`config.mk`:
```
export PLATFORM = sky130hd
export DESIGN_NAME = sysctl_regfile
export DESIGN_NICKNAME = d
export VERILOG_FILES = /design/src/rtl/sysctl_pkg.sv /design/src/rtl/sysctl_ctrl.sv /design/src/rtl/sysctl_dpath.sv /design/src/rtl/sysctl_regfile.sv
export SDC_FILE = /design/constraint.sdc
export NUM_CORES = 1
export LEC_CHECK = 0
export BUFFER_PORTS_ARGS = -buffer_cell sky130_fd_sc_hd__buf_2
export CAP_MARGIN = 20
export CORE_MARGIN = 4
export CORE_UTILIZATION = 40
export CTS_CLUSTER_DIAMETER = 120
export CTS_CLUSTER_SIZE = 14
export DETAILED_ROUTE_END_ITERATION = 10
export PLACE_DENSITY = 0.68
export SETUP_SLACK_MARGIN = 0.02
export SLEW_MARGIN = 0
export SYNTH_ARGS = -nofsm -noshare
export SYNTH_HDL_FRONTEND = slang
export SYNTH_SLANG_ARGS = --single-unit
export TNS_END_PERCENT = 100
```
`constraint.sdc`:
```
create_clock -name clk -period 4.9 [get_ports clk]
set_input_delay 0.98 -clock clk [delete_from_list [all_inputs] [get_ports clk]]
set_output_delay 0.98 -clock clk [all_outputs]
set_load 0.05 [all_outputs]
```
`src/rtl/sysctl_pkg.sv`:
```
package sysctl_pkg;

  localparam int XLEN  = 32;
  localparam int REG_W = 5;
  localparam int SEL_W = 3;

  // Bit positions that neighbours decode
  localparam int ST_IE   = 0;
  localparam int ST_EXL  = 1;
  localparam int ST_ERL  = 2;
  localparam int ST_UM   = 4;
  localparam int IM_LO   = 8;
  localparam int IM_HI   = 15;
  localparam int HWIP_LO = 10;
  localparam int HWIP_W  = IM_HI - HWIP_LO + 1;
  localparam int DBG_DM  = 30;
  localparam int ASID_W  = 8;
  localparam int LL_SHIFT = 4;

  typedef enum logic [4:0] {
    SL_INDEX, SL_ENTLO0, SL_ENTLO1, SL_CONTEXT, SL_PGMASK, SL_WIRED,
    SL_ENTHI, SL_STATUS, SL_CAUSE, SL_EPC, SL_CONFIG0, SL_WATCHLO,
    SL_WATCHHI, SL_DEBUG, SL_DEPC, SL_TAGLO, SL_ERREPC, SL_DESAVE
  } slot_e;

  localparam int NSLOT = 18;

  typedef enum logic [3:0] {
    RS_ZERO, RS_SLOT, RS_RANDOM, RS_BADV, RS_COUNT, RS_COMPARE,
    RS_PRID, RS_CFG1, RS_LLADDR
  } rdsrc_e;

  typedef struct packed {
    logic             wr;
    logic [NSLOT-1:0] wrOh;
    slot_e            slot;
    rdsrc_e           rdSrc;
    logic             stWr;
    logic             dbgWr;
    logic             ehiWr;
  } strobe_t;

  function automatic logic [XLEN-1:0] loadMask(slot_e s);
    case (s)
      SL_INDEX:   return 32'h0000_000F;
      SL_ENTLO0,
      SL_ENTLO1:  return 32'h3FFF_FFFF;
      SL_CONTEXT: return 32'h007F_FFF0;
      SL_PGMASK:  return 32'h01FF_E000;
      SL_WIRED:   return 32'h0000_000F;
      SL_ENTHI:   return 32'hFFFF_E0FF;
      SL_STATUS:  return 32'hFA78_FF01;
      SL_CAUSE:   return 32'h0000_0300;
      SL_CONFIG0: return 32'h0000_0001;
      SL_WATCHHI: return 32'h40FF_0FF8;
      SL_DEBUG:   return 32'h1330_0120;
      SL_TAGLO:   return 32'hFFFF_FCF6;
      default:    return '1;
    endcase
  endfunction

  function automatic logic [XLEN-1:0] keepMask(slot_e s);
    case (s)
      SL_INDEX:   return 32'h8000_0000;
      SL_CONTEXT: return 32'hFF80_0000;
      SL_CAUSE:   return 32'hB000_F87C;
      SL_CONFIG0: return 32'hFE17_FF80;
      SL_DEBUG:   return 32'h8C03_FC1F;
      default:    return '0;
    endcase
  endfunction

endpackage

```
`src/rtl/sysctl_ctrl.sv`:
```
module sysctl_ctrl
  import sysctl_pkg::*;
(
  input  logic             clk,
  input  logic             rstN,
  input  logic             wrEn,
  input  logic [REG_W-1:0] accReg,
  input  logic [SEL_W-1:0] accSel,
  output strobe_t          stb
);

  slot_e  slot;
  rdsrc_e baseSrc;
  rdsrc_e rdSrc;
  logic   selOk;

  always_comb begin
    slot    = SL_INDEX;
    baseSrc = RS_ZERO;
    case (accReg)
      5'd0:  begin slot = SL_INDEX;   baseSrc = RS_SLOT; end
      5'd1:  baseSrc = RS_RANDOM;
      5'd2:  begin slot = SL_ENTLO0;  baseSrc = RS_SLOT; end
      5'd3:  begin slot = SL_ENTLO1;  baseSrc = RS_SLOT; end
      5'd4:  begin slot = SL_CONTEXT; baseSrc = RS_SLOT; end
      5'd5:  begin slot = SL_PGMASK;  baseSrc = RS_SLOT; end
      5'd6:  begin slot = SL_WIRED;   baseSrc = RS_SLOT; end
      5'd8:  baseSrc = RS_BADV;
      5'd9:  baseSrc = RS_COUNT;
      5'd10: begin slot = SL_ENTHI;   baseSrc = RS_SLOT; end
      5'd11: baseSrc = RS_COMPARE;
      5'd12: begin slot = SL_STATUS;  baseSrc = RS_SLOT; end
      5'd13: begin slot = SL_CAUSE;   baseSrc = RS_SLOT; end
      5'd14: begin slot = SL_EPC;     baseSrc = RS_SLOT; end
      5'd15: baseSrc = RS_PRID;
      5'd16: begin
        slot = SL_CONFIG0;
        if (accSel == 3'd0)      baseSrc = RS_SLOT;
        else if (accSel == 3'd1) baseSrc = RS_CFG1;
      end
      5'd17: baseSrc = RS_LLADDR;
      5'd18: begin slot = SL_WATCHLO; baseSrc = RS_SLOT; end
      5'd19: begin slot = SL_WATCHHI; baseSrc = RS_SLOT; end
      5'd23: begin slot = SL_DEBUG;   baseSrc = RS_SLOT; end
      5'd24: begin slot = SL_DEPC;    baseSrc = RS_SLOT; end
      5'd28: begin
        slot = SL_TAGLO;
        if (accSel == 3'd0) baseSrc = RS_SLOT;
      end
      5'd30: begin slot = SL_ERREPC;  baseSrc = RS_SLOT; end
      5'd31: begin slot = SL_DESAVE;  baseSrc = RS_SLOT; end
      default: baseSrc = RS_ZERO;
    endcase
  end

  // A non-zero select is only meaningful for registers 16 and 28
  assign selOk = (accSel == '0) || (accReg == 5'd16) || (accReg == 5'd28);
  assign rdSrc = selOk ? baseSrc : RS_ZERO;

  always_comb begin
    stb.slot  = slot;
    stb.rdSrc = rdSrc;
    stb.wr    = wrEn && (rdSrc == RS_SLOT);
    stb.wrOh  = stb.wr ? (NSLOT'(1) << slot) : '0;
    stb.stWr  = stb.wr && (slot == SL_STATUS);
    stb.dbgWr = stb.wr && (slot == SL_DEBUG);
    stb.ehiWr = stb.wr && (slot == SL_ENTHI);
  end

  AST_SEL_GUARD: assert property (@(posedge clk) disable iff (!rstN)
    (accSel != '0 && accReg != 5'd16 && accReg != 5'd28) |-> stb.wrOh == '0);

  AST_ONE_WRITE: assert property (@(posedge clk) disable iff (!rstN)
    $onehot0(stb.wrOh));

endmodule

```
`src/rtl/sysctl_dpath.sv`:
```
module sysctl_dpath
  import sysctl_pkg::*;
#(
  parameter logic [XLEN-1:0] PRID_VAL   = 32'h0001_8000,
  parameter logic [XLEN-1:0] CFG0_RESET = 32'h8000_8080,
  parameter logic [XLEN-1:0] CFG1_VAL   = 32'h1E19_0C8A
) (
  input  logic              clk,
  input  logic              rstN,
  input  strobe_t           stb,
  input  logic [XLEN-1:0]   wrData,
  input  logic [HWIP_W-1:0] irqLines,
  input  logic [XLEN-1:0]   randomVal,
  input  logic [XLEN-1:0]   countVal,
  input  logic [XLEN-1:0]   compareVal,
  input  logic [XLEN-1:0]   badVaddr,
  input  logic [XLEN-1:0]   llAddr,
  output logic [XLEN-1:0]   rdData,
  output logic              userMode,
  output logic              excLevel,
  output logic              errLevel,
  output logic              debugMode,
  output logic              hardIrq,
  output logic              flushReq
);

  logic [XLEN-1:0] regQ [NSLOT];
  logic [XLEN-1:0] causeView;
  logic [XLEN-1:0] statusNew;
  logic            pendNew;
  logic            ieRise;
  logic            ieFall;
  logic            asidDiff;
  logic            umQ, exlQ, erlQ, dmQ, irqQ, flushQ;

  // Storage: one register per slot, written through its keep and load masks
  for (genvar g = 0; g < NSLOT; g++) begin : gSlot
    localparam logic [XLEN-1:0] KEEP  = keepMask(slot_e'(g));
    localparam logic [XLEN-1:0] LOAD  = loadMask(slot_e'(g));
    localparam logic [XLEN-1:0] RSTV  = (g == int'(SL_CONFIG0)) ? CFG0_RESET : '0;
    always_ff @(posedge clk) begin
      if (!rstN)              regQ[g] <= RSTV;
      else if (stb.wrOh[g])   regQ[g] <= (regQ[g] & KEEP) | (wrData & LOAD);
    end
  end

  assign causeView = {regQ[SL_CAUSE][XLEN-1:IM_HI+1], irqLines, regQ[SL_CAUSE][HWIP_LO-1:0]};
  assign statusNew = wrData & loadMask(SL_STATUS);
  assign pendNew   = |(statusNew[IM_HI:IM_LO] & causeView[IM_HI:IM_LO]);
  assign ieRise    = stb.stWr && !regQ[SL_STATUS][ST_IE] && wrData[ST_IE];
  assign ieFall    = stb.stWr && regQ[SL_STATUS][ST_IE] && !wrData[ST_IE];
  assign asidDiff  = regQ[SL_ENTHI][ASID_W-1:0] != wrData[ASID_W-1:0];

  always_ff @(posedge clk) begin
    if (!rstN) begin
      umQ    <= 1'b0;
      exlQ   <= 1'b0;
      erlQ   <= 1'b0;
      dmQ    <= 1'b0;
      irqQ   <= 1'b0;
      flushQ <= 1'b0;
    end else begin
      if (stb.stWr) begin
        umQ  <= wrData[ST_UM];
        exlQ <= wrData[ST_EXL];
        erlQ <= wrData[ST_ERL];
      end
      if (stb.dbgWr) dmQ <= wrData[DBG_DM];
      // Privilege flags are taken from the new write data, debug from its current value
      if (ieRise && !wrData[ST_EXL] && !wrData[ST_ERL] && !dmQ && pendNew)
        irqQ <= 1'b1;
      else if (ieFall)
        irqQ <= 1'b0;
      flushQ <= stb.ehiWr && asidDiff;
    end
  end

  always_comb begin
    case (stb.rdSrc)
      RS_SLOT: begin
        case (stb.slot)
          SL_STATUS: rdData = regQ[SL_STATUS]
                              | (XLEN'(umQ)  << ST_UM)
                              | (XLEN'(erlQ) << ST_ERL)
                              | (XLEN'(exlQ) << ST_EXL);
          SL_CAUSE:  rdData = causeView;
          SL_DEBUG:  rdData = regQ[SL_DEBUG] | (XLEN'(dmQ) << DBG_DM);
          default:   rdData = regQ[stb.slot];
        endcase
      end
      RS_RANDOM:  rdData = randomVal;
      RS_BADV:    rdData = badVaddr;
      RS_COUNT:   rdData = countVal;
      RS_COMPARE: rdData = compareVal;
      RS_PRID:    rdData = PRID_VAL;
      RS_CFG1:    rdData = CFG1_VAL;
      RS_LLADDR:  rdData = llAddr >> LL_SHIFT;
      default:    rdData = '0;
    endcase
  end

  assign userMode  = umQ;
  assign excLevel  = exlQ;
  assign errLevel  = erlQ;
  assign debugMode = dmQ;
  assign hardIrq   = irqQ;
  assign flushReq  = flushQ;

  AST_FLUSH_SOURCE: assert property (@(posedge clk) disable iff (!rstN)
    flushQ |-> $past(stb.ehiWr));

  AST_IRQ_RAISE: assert property (@(posedge clk) disable iff (!rstN)
    $rose(irqQ) |-> (regQ[SL_STATUS][ST_IE] && !exlQ && !erlQ && !dmQ));

  AST_IRQ_DROP: assert property (@(posedge clk) disable iff (!rstN)
    $fell(irqQ) |-> !regQ[SL_STATUS][ST_IE]);

  AST_INDEX_TOP: assert property (@(posedge clk) disable iff (!rstN)
    $stable(regQ[SL_INDEX][XLEN-1]));

  AST_CAUSE_KEEP: assert property (@(posedge clk) disable iff (!rstN)
    $stable(regQ[SL_CAUSE] & keepMask(SL_CAUSE)));

endmodule

```
`src/rtl/sysctl_regfile.sv`:
```
module sysctl_regfile
  import sysctl_pkg::*;
#(
  parameter logic [31:0] PRID_VAL   = 32'h0001_8000,
  parameter logic [31:0] CFG0_RESET = 32'h8000_8080,
  parameter logic [31:0] CFG1_VAL   = 32'h1E19_0C8A
) (
  input  logic        clk,
  input  logic        rstN,
  input  logic        wrEn,
  input  logic [4:0]  accReg,
  input  logic [2:0]  accSel,
  input  logic [31:0] wrData,
  output logic [31:0] rdData,
  input  logic [5:0]  irqLines,
  input  logic [31:0] randomVal,
  input  logic [31:0] countVal,
  input  logic [31:0] compareVal,
  input  logic [31:0] badVaddr,
  input  logic [31:0] llAddr,
  output logic        userMode,
  output logic        excLevel,
  output logic        errLevel,
  output logic        debugMode,
  output logic        hardIrq,
  output logic        flushReq
);

  strobe_t stb;

  sysctl_ctrl uCtrl (
    .clk    (clk),
    .rstN   (rstN),
    .wrEn   (wrEn),
    .accReg (accReg),
    .accSel (accSel),
    .stb    (stb)
  );

  sysctl_dpath #(
    .PRID_VAL   (PRID_VAL),
    .CFG0_RESET (CFG0_RESET),
    .CFG1_VAL   (CFG1_VAL)
  ) uDpath (
    .clk        (clk),
    .rstN       (rstN),
    .stb        (stb),
    .wrData     (wrData),
    .irqLines   (irqLines),
    .randomVal  (randomVal),
    .countVal   (countVal),
    .compareVal (compareVal),
    .badVaddr   (badVaddr),
    .llAddr     (llAddr),
    .rdData     (rdData),
    .userMode   (userMode),
    .excLevel   (excLevel),
    .errLevel   (errLevel),
    .debugMode  (debugMode),
    .hardIrq    (hardIrq),
    .flushReq   (flushReq)
  );

endmodule

```
== After elaboration in Yosys (flattened, before gate mapping) ==
Memory sizes are Yosys's and may differ from the RTL's.
Cells that the tools add are included.

* Register bits: 6
* Latch bits: 0
* Memory bits (writable): 576
* Bits in read-only memories: 0
* Input port bits: 209
* Output and inout port bits: 38
* Logic and storage cells: 182
* Memories kept: 1

{| class="wikitable"
|+ Memory list
! memory !! words !! bits a word !! rd ports !! clocked after memory_dff !! write ports !! RTL line !! source
|-
| uDpath.regQ || 18 || 32 || 8 || 0 || 18 || sysctl_dpath.sv:27 || <nowiki>logic [XLEN-1:0] regQ [NSLOT];</nowiki>
|}

* $add $sub $neg: 0
* $mul: 0
* Divide/modulo/power cells: 0
* Magnitude comparators: 0
* Equal/unequal tests: 37
* Shifts and indexed selects: 1
* Muxes and demuxes: 84
* Bitwise operators: 28
* Reductions and logical operators: 25

{| class="wikitable"
|+ Operator list
! cell !! number
|-
| 32-bit two-way mux || 18
|-
| 32-bit one-hot mux with 8 select lines || 1
|-
| 32-bit one-hot mux with 3 select lines || 1
|-
| 5-bit one-hot mux with 17 select lines || 1
|-
| 1-bit two-way mux || 58
|-
| 5-bit by 4-bit == test with 1-bit output, second input constant || 10
|-
| 5-bit == test, second input constant || 9
|-
| 4-bit one-hot mux with 9 select lines || 1
|-
| 32-bit by 1-bit OR with 32-bit output || 1
|-
| 32-bit by 10-bit OR with 32-bit output || 1
|-
| 32-bit by 2-bit OR with 32-bit output || 1
|-
| 32-bit by 23-bit OR with 32-bit output || 1
|-
| 32-bit by 29-bit OR with 32-bit output || 1
|-
| 32-bit by 3-bit OR with 32-bit output || 1
|-
| 32-bit by 31-bit OR with 32-bit output || 1
|-
| 32-bit by 4-bit OR with 32-bit output || 1
|-
| 32-bit by 5-bit OR with 32-bit output || 1
|-
| 5-bit by 3-bit == test with 1-bit output, second input constant || 5
|-
| 18-bit two-way mux || 1
|-
| 1-bit OR || 18
|-
| 1-bit by 5-bit left shift with 18-bit output, first input constant || 1
|-
| 4-bit by 3-bit == test with 1-bit output, second input constant || 4
|-
| 16-bit OR reduction || 1
|-
| 1-bit logical AND || 13
|-
| other kinds (16) || 24
|}

== Logic depth before layout (Yosys ltp) ==
* Word-level depth: 15
* Gate-level depth with buffers: 13
* Depth with buffers taken out: 7

== Hierarchy ==
From an unflattened synthesis, not the netlist that was laid out.

* Cells, all modules: 1689
* Area total of the unflattened synthesis: 19815.3 um2

{| class="wikitable"
|+ Modules (own cells, without submodules)
! module !! instances !! cells an instance !! area each (um2) !! sequential area each (um2)
|-
| sysctl_dpath || 1 || 1571 || 18983.2 || 10960.5
|-
| sysctl_ctrl || 1 || 118 || 832.0 || 0.0
|}

== Worst setup path after synthesis ==
No wires, ideal clock.

* Path type: input to register
* Start point: input accReg[1]
* End point: memory uDpath.regQ[16][0] (enable)
* Library setup time: 0.470 ns
* Data arrival time: 4.883 ns
* Data required time: 4.430 ns
* Setup slack: -0.453 ns
* Cell stages on the path: 9
* Path buffers: 4
* Cells stage by stage: buf_4 -> nor4b_2 -> o2bb2ai_2 -> o21ai_2 -> buf_6 -> or2_1 -> buf_6 -> buf_2 -> o31ai_1

{| class="wikitable"
|+ RTL lines
! element !! RTL line !! source
|-
| start, declared || sysctl_regfile.sv:11 || <nowiki>input logic [4:0] accReg,</nowiki>
|-
| end, declared || sysctl_dpath.sv:27 ||
|}

== Worst setup path after layout ==
* Start point: input accReg[3]
* End point: output rdData[11]

* Word-level cells in the longest chain between the ends: 6
* Elaborated cells on any way between the ends: 44
* Those cells by class: eq/ne (34); mux (5); reduce/logical (4); memory (1)

{| class="wikitable"
|+ Ends and longest elaborated chain
! element !! RTL line !! source
|-
| parallel branches: the longest is 5 deep, another holds memory 18 x 32 bit || -- ||
|-
| 32-bit one-hot mux with 8 select lines (*) || sysctl_dpath.sv:79 || <nowiki>case (stb.rdSrc)</nowiki>
|-
| end, declared || sysctl_regfile.sv:14 || <nowiki>output logic [31:0] rdData,</nowiki>
|}

Mark *: on every way between the ends.

==> flow_metrics.py <==
metrics = {
    "outcome": {
        "status": "finished clean",
    },
    "grt": {
        "grt.total_usage_pct": 28.9,
        "grt_pass1_wl_um": 113000,
        "grt_max_degree": 56,
        "grt_pass1_vias": 16500,
        "antenna_found_initial": 4,
        "grt-ovfl-total": 0,
    },
    "flow_run": {
        "drv_cap": 0,
    },
    "clock_tree": {
        "insertion_delay_ns": 0.58,
        "cts_num_sinks": 367,
        "cts_setup_buffers": 0,
        "cts-root-buf": "clkbuf_16",
        "cts_made_buffers": 30,
        "clk_pin_slew_ns": 0.07,
        "cts_tree": "yes",
        "htree_levels": 1,
        "clockBufferDepth": 3,
        "holdBufCountCts": 0,
    },
    "floorplanning": {
        "die_area_um2": 52700,
        "die_w_um": 230,
        "initial_core_util_pct": 40.8,
        "core_um2": 48100,
        "rows": 80,
        "io_pins": 247,
        "fp.dieH_um": 230,
    },
    "layout": {
        "design_area_um2": 23900,
        "register_area_um2": 11000,
        "drive_gt1_share_pct": 28.4,
        "fin_nets": 2243,
        "multi_input_area_um2": 8030,
        "final_cells": 2702,
        "nFillCells": 4201,
        "area_growth_pct": 21.9,
    },
    "logic_synthesis": {
        "seq_area_frac_synth_pct": 55.8,
        "async_flop_share_pct": 0,
        "syn-cell-area_um2": 19600,
        "yosysWarnings": 0,
        "synth.net_count": 1925,
        "yosysUniqueCellTypes": 92,
        "synth-seq-cells": 367,
        "synthesis.instances": 1716,
        "syn_avg_cell_area_um2": 11.4,
        "synthFlopType": "edfxtp_1",
        "synth_edf_count": 361,
    },
    "setup_path": {
        "cp_data_arrival_time_ns": 3.86,
        "criticalPathCategory": "input pin to output pin",
        "cp-start-kind": "input pin",
        "crit_required_ns": 3.92,
        "end_kind": "output pin",
        "critPathMaxFanout": 17,
    },
    "timing": {
        "rsz0062_at_grt": "yes",
        "drv_slew": 0,
        "fmax_ghz": 0.207,
        "setup_viol": 0,
        "hold_violations": 0,
        "skew_ns": 0.00306,
        "fin_setup_tns_ns": 0,
        "maxSlewHeadroom_pct": 39.7,
        "worstMarginPinSlew_ns": 0.891,
        "fin_ws_ns": 0.0617,
        "period_share_pct": 98.7,
        "fin_crit_ns": 4.84,
    },
    "placement": {
        "gp_congestion": 0.948,
        "placed_area_um2": 23000,
        "hpwl_um": 55900,
        "numPortBuffers": 242,
        "dp_worst_setup_slack_ns": -0.00476,
        "dp_cells": 2658,
    },
    "pwr": {
        "internal_power_mw": 5.15,
        "p_comb_share_pct": 16.3,
        "ir_worst_vdd_mv": 0.288,
        "swShare_pct": 26.6,
        "p_clk_share_pct": 31.8,
        "p_sw_mw": 1.87,
        "p_seq_share_pct": 51.9,
        "p_leak_nw": 9.28,
        "power.total_mw": 7.01,
        "power-per-cell-area_nw_per_um2": 293,
    },
    "detailed_routing": {
        "ant_nets": 0,
        "drt_iter0_markers": 2175,
        "route.detailed.drc": 0,
        "dr_total_vias": 16700,
        "routed_wirelength_um": 79100,
        "dr.pass1.iters": 8,
        "wire_per_inst_um": 29.3,
        "viasPerCell": 6.17,
    },
    "min_path": {
        "hold_class": "register to register",
    },
}
[per-stage QoR]
step	util [%]	hold slack, ns
2_1_floorplan	-	0.559
3_3_place_gp	47.7	0.499
3_5_place_dp	47.7	0.515
4_1_cts	49.5	0.525
5_1_grt	49.7	0.563
6_report	49.7	0.535
[synthesized netlist by cell type, types with 6 or more instances]
library cell / n / area share, %
nand4_1: 17 / 0.54
buf_2: 37 / 0.94
o221ai_1: 8 / 0.36
a31oi_1: 7 / 0.22
a22o_1: 6 / 0.27
a22oi_1: 50 / 1.9
o21ai_0: 50 / 1.3
o2111ai_1: 9 / 0.40
o31ai_1: 11 / 0.42
nor3_1: 15 / 0.38
nor3_2: 10 / 0.51
nor2b_1: 11 / 0.35
nor4_1: 7 / 0.22
a211o_1: 6 / 0.27
a21oi_1: 54 / 1.4
o211ai_1: 40 / 1.5
edfxtp_1: 361 / 55
dfxtp_1: 6 / 0.61
mux2_2: 30 / 1.7
nor2_1: 29 / 0.55
a221oi_1: 27 / 1.2
buf_6: 6 / 0.34
a211oi_1: 11 / 0.42
mux2i_1: 63 / 3.2
and2_1: 257 / 8.2
nand3_1: 67 / 1.7
a32oi_1: 8 / 0.36
and3_1: 111 / 3.5
buf_4: 26 / 0.99
nand2b_1: 10 / 0.32
clkbuf_1: 88 / 1.7
inv_1: 25 / 0.48
o22ai_1: 11 / 0.35
a221o_1: 7 / 0.36
xor2_1: 12 / 0.54
nand2_1: 110 / 2.1
a222oi_1: 8 / 0.41
o21ai_1: 9 / 0.23
[power by group through the flow]
stage | Sequential, mW | Clock, mW | Combinational (mW)
floorplan | 3.69 | 0 | 0.539
global placement | 3.70 | 0 | 1.09
detailed placement | 3.71 | 0 | 1.10
CTS | 3.64 | 2.23 | 1.11
global route | 3.65 | 2.37 | 1.18
finish | 3.64 | 2.23 | 1.14
[worst paths after layout]
kind | end | cells after the start | from | slack [ns]
worst max-delay path | rdData[11] | 11 | accReg[3] | 0.06
worst min-delay path | uDpath.hardIrq | 2 | uDpath.hardIrq | 0.54
worst max register to register | uDpath.hardIrq | 4 | uDpath.regQ[8][9] | 3.52
worst min register to register | uDpath.hardIrq | 2 | uDpath.hardIrq | 0.54
[worst max-delay path, stage by stage]
cell	delay (ns)
buf_2	0.31
nand4bb_1	0.21
a21boi_1	0.36
o21ai_2	0.24
buf_12	0.21
nor2_1	0.34
buf_4	0.25
o2111ai_1	0.19
o211a_1	0.29
o211ai_1	0.18
buf_2	0.29
[cell families (layout without fill, tap and decap cells)]
kind of cell           after synthesis  in the layout  synth area share, %
flip-flops                         367            367                 55.8
XOR/XNOR                            13             13                0.580
multiplexers                        94             94                 4.99
other                                0              1                    0
AND/OR/NAND/NOR                    677            677                 20.0
buffers and inverters              189            518                 4.61
AO/OA/AOI/OAI                      376            376                 13.9
[state kept, by name, summed over array words and instances, names as in the netlist]
name              count
uDpath.flushReq       1
uDpath.excLevel       1
uDpath.hardIrq        1
uDpath.errLevel       1
uDpath.regQ         361
uDpath.debugMode      1
uDpath.userMode       1
[layout make-up]
type | count | share of cell area [%]
clock buffer | 42 | 3.42
inverter | 25 | 0.392
sequential | 367 | 45.8
clock inverter | 1 | 0.0680
tap | 656 | 3.43
antenna | 1 | 0.0105
multi-input combinational | 1160 | 33.6
timing repair buffer | 450 | 13.3
[layer usage]
layer  up-vias  GRT usage [%]  wire [um]
met4         2           11.2       3810
met2      1202           47.8      36900
met1      8140           37.2      28900
li1       7112              -          -
met5         -              0         12
met3       218           6.21       9530
[timing repair]
| action | 4_1_cts | 5_1_grt |
|---|---|---|
| hold endpoints to repair | 0 | 0 |
| setup endpoints to repair | 3 | 27 |
| resized for setup | 3 | 20 |
[cell usage in the layout, fill, tap and decap left out, drive strengths merged, types with 40 or more instances in the layout]
cell type / n
edfxtp: 361
o21ai: 62
mux2i: 63
and2: 258
buf: 448
nand2: 111
clkbuf: 44
a22oi: 50
nand3: 68
o211ai: 40
a21oi: 55
and3: 111
(Power assumes the default switching activity.)
